### config.mk
export PLATFORM = sky130hd
export DESIGN_NAME = color_matrix_top
export DESIGN_NICKNAME = d
export VERILOG_FILES = /design/src/rtl/color_matrix_pkg.sv /design/src/rtl/color_matrix_ctrl.sv /design/src/rtl/color_matrix_dp.sv /design/src/rtl/color_matrix_top.sv
export SDC_FILE = /design/constraint.sdc
export NUM_CORES = 2
export LEC_CHECK = 0
export BUFFER_PORTS_ARGS = -buffer_cell sky130_fd_sc_hd__buf_2
export CAP_MARGIN = 20
export CORE_ASPECT_RATIO = 0.75
export CORE_MARGIN = 3
export CORE_UTILIZATION = 70
export CTS_CLUSTER_SIZE = 8
export DETAILED_ROUTE_END_ITERATION = 10
export GPL_TIMING_DRIVEN = 0
export PLACE_DENSITY_LB_ADDON = 0.2
export SLEW_MARGIN = 20
export SYNTH_ARGS = -nofsm -noshare
export SYNTH_HDL_FRONTEND = slang
export SYNTH_SLANG_ARGS = --single-unit
export TNS_END_PERCENT = 100
### constraint.sdc
create_clock -name clk -period 12 [get_ports clk]
set_clock_uncertainty 0.2 [all_clocks]
set_input_delay 1.8 -clock clk [delete_from_list [all_inputs] [get_ports clk]]
set_output_delay 1.8 -clock clk [all_outputs]
set_load 0.01 [all_outputs]
### src/rtl/color_matrix_pkg.sv
package color_matrix_pkg;
  // Mode strobes handed from control to datapath, valid for the pixel at the input.
  typedef struct packed {
    logic cmy;
    logic clipEn;
    logic clampEn;
  } ccm_strobe_t;

  localparam int NUM_CH   = 3;
  localparam int NUM_COEF = NUM_CH * NUM_CH;
  localparam int ADDR_OFS   = NUM_COEF;
  localparam int ADDR_CLIP  = NUM_COEF + NUM_CH;
  localparam int ADDR_CLAMP = ADDR_CLIP + 1;
  localparam int ADDR_MODE  = ADDR_CLAMP + 1;
endpackage

### src/rtl/color_matrix_ctrl.sv
module color_matrix_ctrl
  import color_matrix_pkg::*;
#(
  parameter int PIX_W  = 8,
  parameter int COEF_W = 16,
  parameter int FRAC_W = 12,
  parameter int OFS_W  = 9,
  parameter int ADDR_W = 4,
  parameter int DATA_W = 16
) (
  input  logic                       clk,
  input  logic                       rst_n,
  input  logic                       cfgWe,
  input  logic [ADDR_W-1:0]          cfgAddr,
  input  logic [DATA_W-1:0]          cfgData,
  input  logic                       inValid,
  input  logic                       inSof,
  output ccm_strobe_t                strb,
  output logic [NUM_COEF*COEF_W-1:0] coefFlat,
  output logic [NUM_CH*OFS_W-1:0]    ofsFlat,
  output logic [PIX_W-1:0]           clipMax,
  output logic [PIX_W-1:0]           clampMin
);
  localparam logic [COEF_W-1:0] UNITY = COEF_W'(1) << FRAC_W;
  localparam logic [PIX_W-1:0]  PMAX  = {PIX_W{1'b1}};
  localparam logic [2:0]        MODE_RST = 3'b110;

  logic [COEF_W-1:0] shCoef [NUM_COEF];
  logic [COEF_W-1:0] acCoef [NUM_COEF];
  logic [OFS_W-1:0]  shOfs  [NUM_CH];
  logic [OFS_W-1:0]  acOfs  [NUM_CH];
  logic [PIX_W-1:0]  shClip, acClip, shClamp, acClamp;
  logic [2:0]        shMode, acMode;
  logic              take;

  assign take = inValid & inSof;

  // Shadow copy: written by the register port.
  always_ff @(posedge clk or negedge rst_n) begin
    if (!rst_n) begin
      for (int i = 0; i < NUM_COEF; i++) shCoef[i] <= (i % 4 == 0) ? UNITY : '0;
      for (int i = 0; i < NUM_CH; i++)   shOfs[i]  <= '0;
      shClip  <= PMAX;
      shClamp <= '0;
      shMode  <= MODE_RST;
    end else if (cfgWe) begin
      for (int i = 0; i < NUM_COEF; i++)
        if (cfgAddr == ADDR_W'(i)) shCoef[i] <= cfgData[COEF_W-1:0];
      for (int i = 0; i < NUM_CH; i++)
        if (cfgAddr == ADDR_W'(ADDR_OFS + i)) shOfs[i] <= cfgData[OFS_W-1:0];
      if (cfgAddr == ADDR_W'(ADDR_CLIP))  shClip  <= cfgData[PIX_W-1:0];
      if (cfgAddr == ADDR_W'(ADDR_CLAMP)) shClamp <= cfgData[PIX_W-1:0];
      if (cfgAddr == ADDR_W'(ADDR_MODE))  shMode  <= cfgData[2:0];
    end
  end

  // Active copy: loaded from shadow at start of frame.
  always_ff @(posedge clk or negedge rst_n) begin
    if (!rst_n) begin
      for (int i = 0; i < NUM_COEF; i++) acCoef[i] <= (i % 4 == 0) ? UNITY : '0;
      for (int i = 0; i < NUM_CH; i++)   acOfs[i]  <= '0;
      acClip  <= PMAX;
      acClamp <= '0;
      acMode  <= MODE_RST;
    end else if (take) begin
      acCoef  <= shCoef;
      acOfs   <= shOfs;
      acClip  <= shClip;
      acClamp <= shClamp;
      acMode  <= shMode;
    end
  end

  // The start-of-frame pixel itself already sees the shadow values.
  logic [2:0] effMode;
  assign effMode = take ? shMode : acMode;
  assign strb.cmy     = effMode[0];
  assign strb.clipEn  = effMode[1];
  assign strb.clampEn = effMode[2];
  assign clipMax  = take ? shClip  : acClip;
  assign clampMin = take ? shClamp : acClamp;

  for (genvar i = 0; i < NUM_COEF; i++) begin : g_coef
    assign coefFlat[i*COEF_W +: COEF_W] = take ? shCoef[i] : acCoef[i];
  end
  for (genvar i = 0; i < NUM_CH; i++) begin : g_ofs
    assign ofsFlat[i*OFS_W +: OFS_W] = take ? shOfs[i] : acOfs[i];
  end


  cfg_hold_chk: assert property (@(posedge clk) disable iff (!rst_n)
    !take |=> ($stable(acMode) && $stable(acClip) && $stable(acClamp)
               && $stable(acOfs[0]) && $stable(acCoef[0])));
endmodule

### src/rtl/color_matrix_dp.sv
module color_matrix_dp
  import color_matrix_pkg::*;
#(
  parameter int PIX_W  = 8,
  parameter int COEF_W = 16,
  parameter int FRAC_W = 12,
  parameter int OFS_W  = 9
) (
  input  logic                       clk,
  input  logic                       rst_n,
  input  ccm_strobe_t                strb,
  input  logic [NUM_COEF*COEF_W-1:0] coefFlat,
  input  logic [NUM_CH*OFS_W-1:0]    ofsFlat,
  input  logic [PIX_W-1:0]           clipMax,
  input  logic [PIX_W-1:0]           clampMin,
  input  logic                       inValid,
  input  logic [NUM_CH*PIX_W-1:0]    inPix,
  output logic                       outValid,
  output logic [NUM_CH*PIX_W-1:0]    outPix
);
  localparam int PROD_W = COEF_W + PIX_W + 1;
  localparam int SUM_W  = PROD_W + 2;
  localparam int RND_W  = SUM_W - FRAC_W;
  localparam int ACC_W  = RND_W + 1;
  localparam int HALF   = 1 << (FRAC_W - 1);
  localparam int MAXV   = (1 << PIX_W) - 1;

  // Stage 1: optional complement, nine products.
  logic [PIX_W-1:0]         xIn [NUM_CH];
  logic signed [PROD_W-1:0] prod [NUM_CH][NUM_CH];
  logic                     s1Valid;
  logic [NUM_CH*OFS_W-1:0]  s1Ofs;
  logic [PIX_W-1:0]         s1Clip, s1Clamp;
  logic                     s1ClipEn, s1ClampEn;

  for (genvar c = 0; c < NUM_CH; c++) begin : g_cmy
    assign xIn[c] = strb.cmy ? (PIX_W'(MAXV) - inPix[(NUM_CH-1-c)*PIX_W +: PIX_W])
                             : inPix[(NUM_CH-1-c)*PIX_W +: PIX_W];
  end

  always_ff @(posedge clk) begin
    for (int r = 0; r < NUM_CH; r++)
      for (int c = 0; c < NUM_CH; c++)
        prod[r][c] <= $signed(coefFlat[(r*NUM_CH+c)*COEF_W +: COEF_W])
                      * $signed({1'b0, xIn[c]});
    s1Ofs     <= ofsFlat;
    s1Clip    <= clipMax;
    s1Clamp   <= clampMin;
    s1ClipEn  <= strb.clipEn;
    s1ClampEn <= strb.clampEn;
  end

  // Stage 2: sum, round to nearest, add offset.
  logic signed [SUM_W-1:0] sum  [NUM_CH];
  logic signed [RND_W-1:0] rnd  [NUM_CH];
  logic signed [ACC_W-1:0] acc  [NUM_CH];
  logic signed [ACC_W-1:0] s2Acc [NUM_CH];
  logic                    s2Valid;
  logic [PIX_W-1:0]        s2Clip, s2Clamp;
  logic                    s2ClipEn, s2ClampEn;

  always_comb begin
    for (int r = 0; r < NUM_CH; r++) begin
      sum[r] = SUM_W'(prod[r][0]) + SUM_W'(prod[r][1]) + SUM_W'(prod[r][2]);
      rnd[r] = RND_W'((sum[r] + SUM_W'(HALF)) >>> FRAC_W);
      acc[r] = ACC_W'(rnd[r]) + ACC_W'($signed(s1Ofs[r*OFS_W +: OFS_W]));
    end
  end

  always_ff @(posedge clk) begin
    s2Acc     <= acc;
    s2Clip    <= s1Clip;
    s2Clamp   <= s1Clamp;
    s2ClipEn  <= s1ClipEn;
    s2ClampEn <= s1ClampEn;
  end

  // Stage 3: upper bound, lower bound, then saturation to the pixel range.
  logic signed [ACC_W-1:0] lim [NUM_CH];
  logic [NUM_CH*PIX_W-1:0] limPix;

  always_comb begin
    for (int r = 0; r < NUM_CH; r++) begin
      lim[r] = s2Acc[r];
      if (s2ClipEn && lim[r] > $signed({{(ACC_W-PIX_W){1'b0}}, s2Clip}))
        lim[r] = $signed({{(ACC_W-PIX_W){1'b0}}, s2Clip});
      if (s2ClampEn && lim[r] < $signed({{(ACC_W-PIX_W){1'b0}}, s2Clamp}))
        lim[r] = $signed({{(ACC_W-PIX_W){1'b0}}, s2Clamp});
      if (lim[r] < 0)
        limPix[(NUM_CH-1-r)*PIX_W +: PIX_W] = '0;
      else if (lim[r] > ACC_W'(MAXV))
        limPix[(NUM_CH-1-r)*PIX_W +: PIX_W] = PIX_W'(MAXV);
      else
        limPix[(NUM_CH-1-r)*PIX_W +: PIX_W] = lim[r][PIX_W-1:0];
    end
  end

  always_ff @(posedge clk) outPix <= limPix;

  always_ff @(posedge clk or negedge rst_n) begin
    if (!rst_n) begin
      s1Valid  <= 1'b0;
      s2Valid  <= 1'b0;
      outValid <= 1'b0;
    end else begin
      s1Valid  <= inValid;
      s2Valid  <= s1Valid;
      outValid <= s2Valid;
    end
  end


  lat_chk: assert property (@(posedge clk) disable iff (!rst_n)
    inValid |=> ##2 outValid);

  idle_chk: assert property (@(posedge clk) disable iff (!rst_n)
    !inValid |=> ##2 !outValid);

  for (genvar r = 0; r < NUM_CH; r++) begin : g_lim_chk

    clip_bound_chk: assert property (@(posedge clk) disable iff (!rst_n)
      (s2Valid && s2ClipEn && !s2ClampEn)
        |=> outPix[r*PIX_W +: PIX_W] <= $past(s2Clip));

    clamp_bound_chk: assert property (@(posedge clk) disable iff (!rst_n)
      (s2Valid && s2ClampEn)
        |=> outPix[r*PIX_W +: PIX_W] >= $past(s2Clamp));
  end
endmodule

### src/rtl/color_matrix_top.sv
module color_matrix_top
  import color_matrix_pkg::*;
#(
  parameter int PIX_W  = 8,
  parameter int COEF_W = 16,
  parameter int FRAC_W = 12,
  parameter int OFS_W  = PIX_W + 1,
  parameter int ADDR_W = 4,
  parameter int DATA_W = 16
) (
  input  logic                    clk,
  input  logic                    rst_n,
  input  logic                    cfgWe,
  input  logic [ADDR_W-1:0]       cfgAddr,
  input  logic [DATA_W-1:0]       cfgData,
  input  logic                    inValid,
  input  logic                    inSof,
  input  logic [NUM_CH*PIX_W-1:0] inPix,
  output logic                    outValid,
  output logic [NUM_CH*PIX_W-1:0] outPix
);
  ccm_strobe_t                strb;
  logic [NUM_COEF*COEF_W-1:0] coefFlat;
  logic [NUM_CH*OFS_W-1:0]    ofsFlat;
  logic [PIX_W-1:0]           clipMax, clampMin;

  color_matrix_ctrl #(
    .PIX_W(PIX_W), .COEF_W(COEF_W), .FRAC_W(FRAC_W),
    .OFS_W(OFS_W), .ADDR_W(ADDR_W), .DATA_W(DATA_W)
  ) ctrl_i (
    .clk(clk), .rst_n(rst_n), .cfgWe(cfgWe), .cfgAddr(cfgAddr), .cfgData(cfgData),
    .inValid(inValid), .inSof(inSof), .strb(strb), .coefFlat(coefFlat),
    .ofsFlat(ofsFlat), .clipMax(clipMax), .clampMin(clampMin)
  );

  color_matrix_dp #(
    .PIX_W(PIX_W), .COEF_W(COEF_W), .FRAC_W(FRAC_W), .OFS_W(OFS_W)
  ) dp_i (
    .clk(clk), .rst_n(rst_n), .strb(strb), .coefFlat(coefFlat), .ofsFlat(ofsFlat),
    .clipMax(clipMax), .clampMin(clampMin), .inValid(inValid), .inPix(inPix),
    .outValid(outValid), .outPix(outPix)
  );
endmodule

==> out/qor.yml <==
finalHoldViolCount: 0
use_met1: 0.523
grt_overflow: 0
port_buffers: 73
rows: 99
cts_htree_levels: 3
synth_edf_count: 0
grt_first_pass_wirelength_mm: 306
synthTopCellsByArea: "fa_1 (29%), dfrtp_1 (13%), ha_1 (12%)"
ys_ff_latch: 743
tritoncts: "done"
synth_area_leader_cell: "fa_1"
dp_cells: 8533
fin_cells: 8736
first_iter_violations: 4611
hpwl_mm: 161
grt_usage: 0.398
io_pins: 74
ant_nets: 0
first_pass_iters: 7
drive_above_1_share: 0.0745
cts_resized: 0
gr-usage-met3: 0.164
dp_worst_setup_slack_ns: 1.38
grt_setup_unrepaired: "no"
grt_max_degree: 100
worst_pin_slew_ns: 1.17
crit_fanout: 10
synth.avg_cell_area_um2: 9.77
antenna_found_initial: 21
nNetsFinal: 9053
ys_types: 71
avgRoutedWirePerCell_um: 22.9
ys_warn_count: 0
min_delay_path_depth: 0
slew_violations: 0
clkSinkCount: 743
post_cts_buffers: 0
wl_mm: 200
syn_area_um2: 69700
viasPerCell: 5.77
fmax_ghz: 0.0986
dr_total_vias: 50400
grt_pass1_vias: 51800
setup_viol: 0
area_delta_synth_final_pct: 8.39
outcome: "finished, final reports clean"
die_area_um2: 103000
r2r_end: "dp_i.prod[1][71]"
yosysSeqAreaShare: 0.241
die_y_um: 279
crit_end: "dp_i.prod[1][71]"
hold_path.class: "flip-flop to flip-flop"
clk_latency_ns: 0.74
crit_path_end_kind: "flip-flop"
r2r_start: "ctrl_i.shMode[0]"
synthCells: 7130
cts.clk_slew.worst_paths_ns: 0.06
start_util: 0.711
finalWorstSetupSlack_ns: 1.86
drcViolationCount: 0
die_width_um: 370
cts_root_buf: "clkbuf_16"
reg2reg_depth: 22
fin_crit_sh: 0.845
synth_fp_nets: 8856
r2r_slack_ns: 3.28
clock_path_buffers: 3
path_class: "input pin to flip-flop"
setup.worst_path.start: "inValid"
hold_slack_ns: 0.121
routabilityCongestion: 0.988
finalCriticalPeriod_ns: 10.14
max_slew_margin: 0.195
cap_violations: 0
ys_async_sr_fraction: 0.515
cp-start-kind: "input pin"
fp.coreArea_um2: 98000
synth_top_area_share: 0.285
grt-busiest-layer: "met2"
numCtsBuffers: 105
synth_flop_cell: "dfxtp_1"
cts_hold_buf: 0
use_met2: 0.570
required_ns: 12.37
worstPathArrival_ns: 10.52
-- cell usage after synthesis, drive strengths merged (10+ instances only) --
library cell	count
nor4	10
a21o	53
nor2	922
o21ai	88
dfxtp	360
and2	12
or3	27
a211oi	22
a2111oi	12
nor3	76
or2	14
a31o	11
mux2i	156
o21bai	14
xnor2	223
o211ai	21
dfrtp	357
nand2b	43
o31a	13
fa	993
a211o	13
nand4	15
nor3b	12
o31ai	12
nand3b	14
o21a	36
nand3	65
and3	32
ha	684
a21oi	189
a31oi	22
clkbuf	120
dfstp	26
inv	1456
mux2	243
xor2	78
buf	35
nor2b	34
nand2	527
-- final cells by class --
type,count,area (um^2)
Clock inverter,9,245
Buffer,155,609
Tap cell,1313,1640
Multi-Input combinational cell,4776,47000
Sequential cell,743,16800
Timing Repair Buffer,90,759
Clock buffer,180,2990
Antenna cell,14,35.0
Fill cell,6746,22400
Inverter,1456,5470
-- registers in the layout (all words and copies together), names as in the netlist, 24 cells and up --
name           cells
dp_i.s2Acc        48
dp_i.s1Ofs        27
ctrl_i.acCoef    144
ctrl_i.shOfs      27
ctrl_i.acOfs      27
ctrl_i.shCoef    144
dp_i.prod        225
dp_i.outPix       24
-- worst max-delay path: stages --
cell and delay [ns]:
buf_2 0.12, nand2_2 0.30, buf_12 0.25, mux2i_4 0.60, buf_16 0.23, buf_2 0.66
xor2_1 0.67, clkbuf_1 0.57, clkbuf_1 0.65, nor2_1 0.13, ha_1 0.34, fa_1 0.48
inv_1 0.05, fa_1 0.47, inv_1 0.05, fa_1 0.45, ha_1 0.23, or3_1 0.42
o311a_1 0.39, o31a_1 0.29, o41ai_1 0.32, o21ai_1 0.15, or4_1 0.45, nand2_1 0.12
xnor2_1 0.29
-- placed cells by master (no fill, tap or decap), types with 23 or more instances in the layout --
master and n:
dfxtp_1 360, a21oi_1 189, o21a_1 36, nor2b_1 34
nor3_1 76, mux2i_1 154, nand2b_1 43, nand3_1 65
xor2_1 71, buf_1 23, or3_1 26, a21o_1 53
clkbuf_16 106, clkbuf_1 178, dfrtp_1 357, inv_1 1456
buf_2 84, o21ai_0 76, ha_1 684, nand2_1 526
xnor2_1 216, dfstp_2 26, fa_1 993, and3_1 32
mux2_2 243, nor2_1 918
-- worst min-delay path by stage --
stage,from,end
global placement,dp_i.s1Clip[7],dp_i.s2Clip[7]
detailed placement,dp_i.s1Clip[3],dp_i.s2Clip[3]
floorplan,dp_i.s1ClampEn,dp_i.s2ClampEn
CTS,dp_i.s1Clamp[5],dp_i.s2Clamp[5]
global route,dp_i.s1Clip[6],dp_i.s2Clip[6]
finish,dp_i.s1ClampEn,dp_i.s2ClampEn
-- metal layers --
| metal | part of all wire | vias to the layer above |
|---|---|---|
| met1 | 0.40 | 24800 |
| met5 | 0.00031 | - |
| met4 | 0.060 | 10 |
| met3 | 0.13 | 535 |
| li1 | - | 22700 |
| met2 | 0.41 | 2414 |
-- metrics by stage --
stage / TNS (ns) / cell area [um^2] / util
after CTS: 0 / 75500 / 0.770
after detailed placement: 0 / 72200 / 0.737
final: 0 / 75500 / 0.771
after global routing: 0 / 75500 / 0.771
after floorplan: 0 / 69700 / -
after global placement: -75.26 / 71700 / 0.732
-- cells by family after synthesis --
group | Yosys count | synth area share
AND/OR/NAND/NOR | 1822 | 0.110
adder cells (fa/ha/maj) | 1677 | 0.408
buffers and inverters | 1611 | 0.0868
flip-flops | 743 | 0.241
AO/OA/AOI/OAI | 577 | 0.0540
multiplexers | 399 | 0.0617
XOR/XNOR | 301 | 0.0378
Power is not shown: default switching activity piles up to over one toggle a cycle in this logic, so the estimate is an artifact.
